$ cat src/rtl/pipe_flow_pkg.sv
package pipe_flow_pkg;
    localparam int NREG      = 5;
    localparam int IDX_PC    = 0;
    localparam int IDX_IFID  = 1;
    localparam int IDX_IDEX  = 2;
    localparam int IDX_EXMEM = 3;
    localparam int IDX_MEMWB = 4;

    typedef logic [NREG-1:0] regmask_t;

    typedef enum logic [2:0] {
        CZ_NONE,
        CZ_IMISS,
        CZ_LDUSE,
        CZ_BRANCH,
        CZ_DMISS
    } cause_e;

    typedef struct packed {
        regmask_t hold;
        regmask_t clear;
    } flow_ctl_t;

    // Bits 0..last set: a stall on one register freezes every older stage too.
    function automatic regmask_t upto(input int last);
        regmask_t m;
        for (int i = 0; i < NREG; i++) m[i] = (i <= last);
        return m;
    endfunction

    function automatic regmask_t at(input int idx);
        regmask_t m;
        for (int i = 0; i < NREG; i++) m[i] = (i == idx);
        return m;
    endfunction

    function automatic flow_ctl_t ctl_of(input cause_e c);
        flow_ctl_t r;
        r.hold  = '0;
        r.clear = '0;
        case (c)
            CZ_DMISS: begin
                r.hold  = upto(IDX_EXMEM);
                r.clear = at(IDX_MEMWB);
            end
            CZ_BRANCH: begin
                r.clear = at(IDX_IFID) | at(IDX_IDEX);
            end
            CZ_LDUSE: begin
                r.hold  = upto(IDX_IFID);
                r.clear = at(IDX_IDEX);
            end
            CZ_IMISS: begin
                r.hold  = upto(IDX_PC);
                r.clear = at(IDX_IFID);
            end
            default: ;
        endcase
        return r;
    endfunction
endpackage

$ cat src/rtl/flow_arbiter.sv
module flow_arbiter
    import pipe_flow_pkg::*;
(
    input  logic   icache_miss,
    input  logic   dcache_miss,
    input  logic   load_use,
    input  logic   br_taken,
    input  logic   ldu_mask,
    output cause_e cause
);
    always_comb begin
        if (dcache_miss)                cause = CZ_DMISS;
        else if (br_taken)              cause = CZ_BRANCH;
        else if (load_use && !ldu_mask) cause = CZ_LDUSE;
        else if (icache_miss)           cause = CZ_IMISS;
        else                            cause = CZ_NONE;
    end
endmodule

$ cat src/rtl/ldu_guard.sv
module ldu_guard
    import pipe_flow_pkg::*;
(
    input  logic   clk,
    input  logic   rst,
    input  cause_e cause,
    output logic   ldu_mask
);
    // A frozen update leaves the pipeline unchanged, so the mask is kept too.
    always_ff @(posedge clk) begin
        if (rst)
            ldu_mask <= 1'b0;
        else if (cause != CZ_DMISS)
            ldu_mask <= (cause == CZ_LDUSE);
    end
endmodule

$ cat src/rtl/pipe_stage_reg.sv
module pipe_stage_reg #(
    parameter int DW = 8
) (
    input  logic          clk,
    input  logic          rst,
    input  logic          hold,
    input  logic          clear,
    input  logic [DW-1:0] d,
    output logic [DW-1:0] q
);
    always_ff @(posedge clk) begin
        if (rst || clear)
            q <= '0;
        else if (!hold)
            q <= d;
    end
endmodule

$ cat src/rtl/pipe_flow_ctrl.sv
module pipe_flow_ctrl
    import pipe_flow_pkg::*;
#(
    parameter int DW = 8
) (
    input  logic               clk,
    input  logic               rst,
    input  logic               icache_miss,
    input  logic               dcache_miss,
    input  logic               load_use,
    input  logic               br_taken,
    input  logic [DW-1:0]      fetch_tag,
    output logic [NREG-1:0]    stall_o,
    output logic [NREG-1:0]    bubble_o,
    output logic [NREG*DW-1:0] stage_tag_o
);
    cause_e    cause;
    logic      ldu_mask;
    flow_ctl_t ctl;

    flow_arbiter u_arb (
        .icache_miss (icache_miss),
        .dcache_miss (dcache_miss),
        .load_use    (load_use),
        .br_taken    (br_taken),
        .ldu_mask    (ldu_mask),
        .cause       (cause)
    );

    ldu_guard u_guard (
        .clk      (clk),
        .rst      (rst),
        .cause    (cause),
        .ldu_mask (ldu_mask)
    );

    assign ctl      = ctl_of(cause);
    assign stall_o  = ctl.hold;
    assign bubble_o = ctl.clear;

    logic [DW-1:0] tag_d [NREG];
    logic [DW-1:0] tag_q [NREG];

    for (genvar k = 0; k < NREG; k++) begin : g_slot
        if (k == 0) begin : g_head
            assign tag_d[k] = fetch_tag;
        end else begin : g_body
            assign tag_d[k] = tag_q[k-1];
        end

        pipe_stage_reg #(.DW(DW)) u_reg (
            .clk   (clk),
            .rst   (rst),
            .hold  (ctl.hold[k]),
            .clear (ctl.clear[k]),
            .d     (tag_d[k]),
            .q     (tag_q[k])
        );

        assign stage_tag_o[k*DW +: DW] = tag_q[k];
    end
endmodule

$ cat config.mk
export PLATFORM = sky130hd
export DESIGN_NAME = pipe_flow_ctrl
export DESIGN_NICKNAME = d
export VERILOG_FILES = /design/src/rtl/pipe_flow_pkg.sv /design/src/rtl/flow_arbiter.sv /design/src/rtl/ldu_guard.sv /design/src/rtl/pipe_stage_reg.sv /design/src/rtl/pipe_flow_ctrl.sv
export SDC_FILE = /design/constraint.sdc
export NUM_CORES = 1
export LEC_CHECK = 0
export BUFFER_PORTS_ARGS = -buffer_cell sky130_fd_sc_hd__buf_2
export CAP_MARGIN = 10
export CORE_UTILIZATION = 48
export CTS_CLUSTER_DIAMETER = 150
export DETAILED_ROUTE_END_ITERATION = 12
export PLACE_DENSITY = 0.79
export SLEW_MARGIN = 20
export SYNTH_ARGS = -nofsm -noshare
export SYNTH_HDL_FRONTEND = slang
export SYNTH_SLANG_ARGS = --single-unit
$ cat constraint.sdc
create_clock -name clk -period 1.7 [get_ports clk]
set_clock_uncertainty 0.15 [all_clocks]
set_input_delay 0.17 -clock clk [delete_from_list [all_inputs] [get_ports clk]]
set_output_delay 0.17 -clock clk [all_outputs]
set_load 0.005 [all_outputs]
After elaboration in Yosys (flattened, before gate mapping)
Cells that the tools add are included.
{"block": "classes", "n_eq_ne": 5, "reduce_logical": 7, "muxes": 6}
{"operator": "$pmux 5 s4", "n": 1}
{"operator": "$pmux 4 s3", "n": 1}
{"operator": "$mux 3", "n": 3}
{"operator": "$eq 3x2->1 const B", "n": 2}
{"operator": "$logic_or 1x1->1", "n": 5}
{"operator": "$eq 3x1->1 const B", "n": 1}
{"operator": "$eq 3x3->1 const B", "n": 1}
{"operator": "$ne 3x3->1 const B", "n": 1}
{"operator": "$logic_and 1x1->1", "n": 1}
{"operator": "$logic_not 1->1", "n": 1}
{"operator": "$mux 1", "n": 1}
{"block": "word_totals", "inputBits": 14, "wordCells": 24, "out_inout_bits": 50, "ff_bits": 41}

Longest topological paths before layout
{"block": "depth", "ltp_word": 8, "mapped_depth": 5, "ltp_nobuf": 3}

Hierarchy
A second synthesis with hierarchy kept.
{"block": "unflattened", "cells_unflattened": 158, "hier_area_um2": 1656.6}
{"module": "pipe_stage_reg", "cells_each": 27, "area_per_inst_um2": 295.3, "instances": 5, "seq_area_each_um2": 160.2}
{"module": "pipe_flow_ctrl", "cells_each": 13, "area_per_inst_um2": 86.3, "instances": 1, "seq_area_each_um2": 0.0}
{"module": "flow_arbiter", "cells_each": 6, "area_per_inst_um2": 47.5, "instances": 1, "seq_area_each_um2": 0.0}
{"module": "ldu_guard", "cells_each": 4, "area_per_inst_um2": 46.3, "instances": 1, "seq_area_each_um2": 20.0}

Worst setup path after synthesis
Ideal clock, no wire load.
{"block": "synth_timing", "path_kind": "register to output", "start": "reg u_guard.ldu_mask", "end": "out stall_o[1]", "path_stages_with_launch": 5, "setup_slack_ps": 372, "required_ps": 1380, "path_buffers": 2, "t_arrival_ps": 1008, "cell_sequence": "dfxtp_1 > or3b_1 > buf_2 > nand2b_1 > buf_4"}
{"block": "synth_via", "elab_chain_cells": 7, "word_cells_on_any_way": 9, "cone_classes": "eq/ne: 3; mux: 4; reduce/logical: 2"}
{"item": "from (decl)", "line": "ldu_guard.sv:7", "rtl": "output logic ldu_mask"}
{"item": "from (signal assigned)", "line": "ldu_guard.sv:14", "rtl": "ldu_mask <= (cause == CZ_LDUSE);"}
{"item": "$logic_not 1->1 (*)", "line": "flow_arbiter.sv:14", "rtl": "else if (load_use && !ldu_mask) cause = CZ_LDUSE;"}
{"item": "$logic_and 1x1->1 (*)", "line": "flow_arbiter.sv:14"}
{"item": "$mux 3 (*)", "line": "flow_arbiter.sv:14"}
{"item": "$mux 3 (*)", "line": "flow_arbiter.sv:13", "rtl": "else if (br_taken) cause = CZ_BRANCH;"}
{"item": "$mux 3 (*)", "line": "flow_arbiter.sv:12", "rtl": "if (dcache_miss) cause = CZ_DMISS;"}
{"item": "$eq 3x1->1, or another cell as far along", "line": "pipe_flow_pkg.sv:41", "rtl": "case (c)"}
{"item": "$pmux 4 s3 (*)", "line": "pipe_flow_pkg.sv:41"}
{"item": "to (decl)", "line": "pipe_flow_ctrl.sv:13", "rtl": "output logic [NREG-1:0] stall_o,"}
Every way passes the cells marked *; elsewhere a longest branch is shown, timed or not.

Worst setup path in the final report
Same ends and word-level chain as after synthesis.

==> results summary <==
The data arrival time of the worst path came out at 1.32 ns. The setup path with the least slack is of type reg2out. The via count of the first global-routing pass is 1111. The run finished with clean final reports. The cell with the largest stage delay on the worst path is or3b_4. Summed over all instances, the cell type with the most area after synthesis is dfxtp_1.

The starting utilization of the core area is 50.36%. The total clock sinks is 41. The count of buffers added on input and output ports is 60. The count of final setup violators is 0. The number of cells traversed by the worst register-to-register path is 4. The clock latency of the later-clocked register in the worst-skew pair is 0.34 ns. The mean post-synth cell area is 9.943 µm².

Across every metal layer, demand over resource in global routing totals 18.04%. The total overflow reported by the global router came out at 0. The deepest clock path buffer count came out at 2. The maximum vdd ir drop is 0.5670 mV. TritonCTS built the clock tree.

For this run, asynchronously set or reset flops after synthesis account for 0%. The worst setup path is captured at an output pin. The CTS clock-pin slew for the worst setup and hold paths is 0.12 ns.

In this run the remaining antenna-violating nets after routing total 0. The die span in y is 61.17 µm. The number of antenna violations at the first check in global routing came out at 0. The largest net degree at the start of global routing is 38. Before antenna repair, the detailed router went through 4 iterations. Dividing the final minimum period by the clock period gives 96.50%. The number of vias after detailed routing is 1300. The number of max-slew violations in the final report came out at 0.

After technology mapping, the gate count stands at 169. In this run the critical register-to-register path is launched from u_guard.ldu_mask. The wire length of the first global-routing pass is 4.899 mm.

The top-level port count is 64. Among all cell types in the netlist, the one instantiated most often is dfxtp_1. The worst register-to-register path has a setup slack of 0.36 ns.

The count of warnings emitted by yosys is 0. The startpoint type of the worst setup path is a flop. The setup total negative slack came out at 0 ns.

The portion of synthesized cell area occupied by the leading cell type is 48.85%. The total power of the final layout came out at 1.841 mW. By area the synthesized netlist is led by dfxtp_1, mux2i_1, buf_4. The final non-filler cell total came out at 282.

The total inserted antenna cells came out at 0. Of all nets on the critical path, the largest fanout is 7. The static leakage power is 1.033 nW. After floorplanning, the core was sized to cover 3337 µm².

The endpoint identified for the worst register-to-register timing path is g_slot[0].u_reg.q[3]. The flip-flop and latch count after synthesis is 41. Setup repair after global routing could not meet its margin everywhere. The maximum clock rate came out at 609.6 MHz.

The launch point of the critical path is u_guard.ldu_mask. The synthesized netlist contains 26 unique library cells. The final critical-path required period came out at 1.640 ns.

The cell row count came out at 21. The total CTS buffers is 5. The synthesis-to-layout area growth is 28.22%. The signal on the critical path passes through or3b_4, nand2b_1, buf_2. The netlist area before placement came out at 1680 µm². The x dimension of the die is 61.17 µm.

The final HPWL from detailed placement is 2.242 mm. The worst hold slack after final layout came out at 0.07706 ns. The tree is rooted in a clkbuf_4. The min-delay analysis places its worst path in the category in2reg.

The depth of the worst hold-timing path is 4. The cell count after placement is 263. The power density of the placed cells is 854.2 nW/µm². The remaining design rule violation count came out at 0. The number of synthesized flops with an enable pin is 0. The max-cap violation count came out at 0. Counting instances in the post-synthesis netlist gives the leading cell types as dfxtp_1, mux2i_1, nand2_1.

After detailed routing, the average wire length per cell comes to 11.34 µm. The number of hold-slack violations in the final timing report came out at 0. The fill cell total of the finished layout is 298. The share of layout cells above drive strength 1 came out at 36.44%. The final layout contains routed wiring with a total length of 3.197 mm. The longest individual stage delay on the worst path came out at 0.42 ns. The final weighted congestion in routability-driven placement is 0.6560.

The DRC marker count from the first detailed-route iteration came out at 19. The number of vias per cell after detailed routing came out at 4.610. The sequential cell area fraction in the yosys report is 48.85%. The number of nets at the end of the flow is 249. In this run the number of H-tree levels came out at 2.

For this run, the leading register cell type out of synthesis is dfxtp_1. The required time at the worst-slack endpoint is 1.38 ns. The die area is 3741 µm². The end of the critical path is stall_o[1].
-- registers in the layout, indices dropped and copies added (netlist names) --
| register | flops |
|---|---|
| u_guard.ldu_mask | 1 |
| g_slot.u_reg.q | 40 |
-- per-stage QoR --
| step | instance area (µm²) | utilization [%] | worst slack [ns] |
|---|---|---|---|
| floorplan | 1688 | - | 0.3723 |
| CTS | 2132 | 63.89 | 0.0006684 |
| global placement | 1954 | 58.57 | 0.3049 |
| detailed placement | 1954 | 58.57 | 0.2833 |
| global route | 2155 | 64.57 | -0.01925 |
| finish | 2155 | 64.57 | 0.05953 |
-- worst min path at each step --
stage / from / to / slack, ns
after floorplan: fetch_tag[0] / g_slot[0].u_reg.q[0] / 0.16
after global placement: fetch_tag[1] / g_slot[0].u_reg.q[1] / 0.27
after detailed placement: fetch_tag[2] / g_slot[0].u_reg.q[2] / 0.28
after CTS: br_taken / u_guard.ldu_mask / 0.06
after global routing: br_taken / u_guard.ldu_mask / 0.08
final: br_taken / u_guard.ldu_mask / 0.08
-- timing repair --
| item | 4_1_cts | 5_1_grt |
|---|---|---|
| pin swaps | 0 | 1 |
| setup endpoints to repair | 1 | 2 |
| setup buffers | 0 | 2 |
| endpoints found under the hold margin | 13 | 0 |
| hold buffers | 9 | 0 |
| resized for setup | 2 | 1 |
-- routing by layer --
layer	vias to the layer above	global-route usage [%]	share of wire (%)	wire (µm)
met5	-	0	0	0
met4	0	6.818	1.5	47
met3	5	5.672	5.6	180
met2	46	30.59	47	1488
met1	559	21.33	46	1480
li1	690	-	-	-
-- layout by cell type (no fill, tap or decap), types with 2 or more instances in the layout --
cell type	netlist	routed
o21ai_0	8	8
nand2_1	16	16
conb_1	1	3
clkbuf_4	0	5
dfxtp_1	41	40
a21oi_1	10	10
nand2b_1	2	2
buf_2	2	60
mux2i_1	24	24
dlygate4sd3_1	0	9
nor2_1	11	11
nor3_2	3	3
nand3b_1	8	8
inv_1	3	3
and2_1	8	8
buf_4	11	7
nor3_1	5	5
-- logic make-up after synthesis --
group                  share of synthesized area [%]
and+or+nand+nor                                19.29
DFF                                            48.85
muxes                                          14.30
buffers and inverters                          9.754
AOI/OAI and AO/OA                              7.595
other                                         0.2232
-- final cells by class --
type	instances	area (µm²)	share of cell area [%]
sequential	41	822.0	38.15
multi-input combinational	106	713.2	33.10
timing repair buffer	77	462.9	21.49
tap	46	57.56	2.671
clock inverter	3	46.29	2.149
clock buffer	5	37.54	1.742
inverter	4	15.01	0.6969
-- worst max-delay path: cells and delay by family, from the launching register on --
family | cells | cell delay, ns
buf+inv | 1 | 0.10
simple gates | 2 | 0.51
flops | 1 | 0.37
-- report_power, final --
part	internal [mW]	switching, mW
registers	0.980	0.0146
logic	0.100	0.0999
clock network	0.311	0.334
Power figures use the tool's default switching activity.
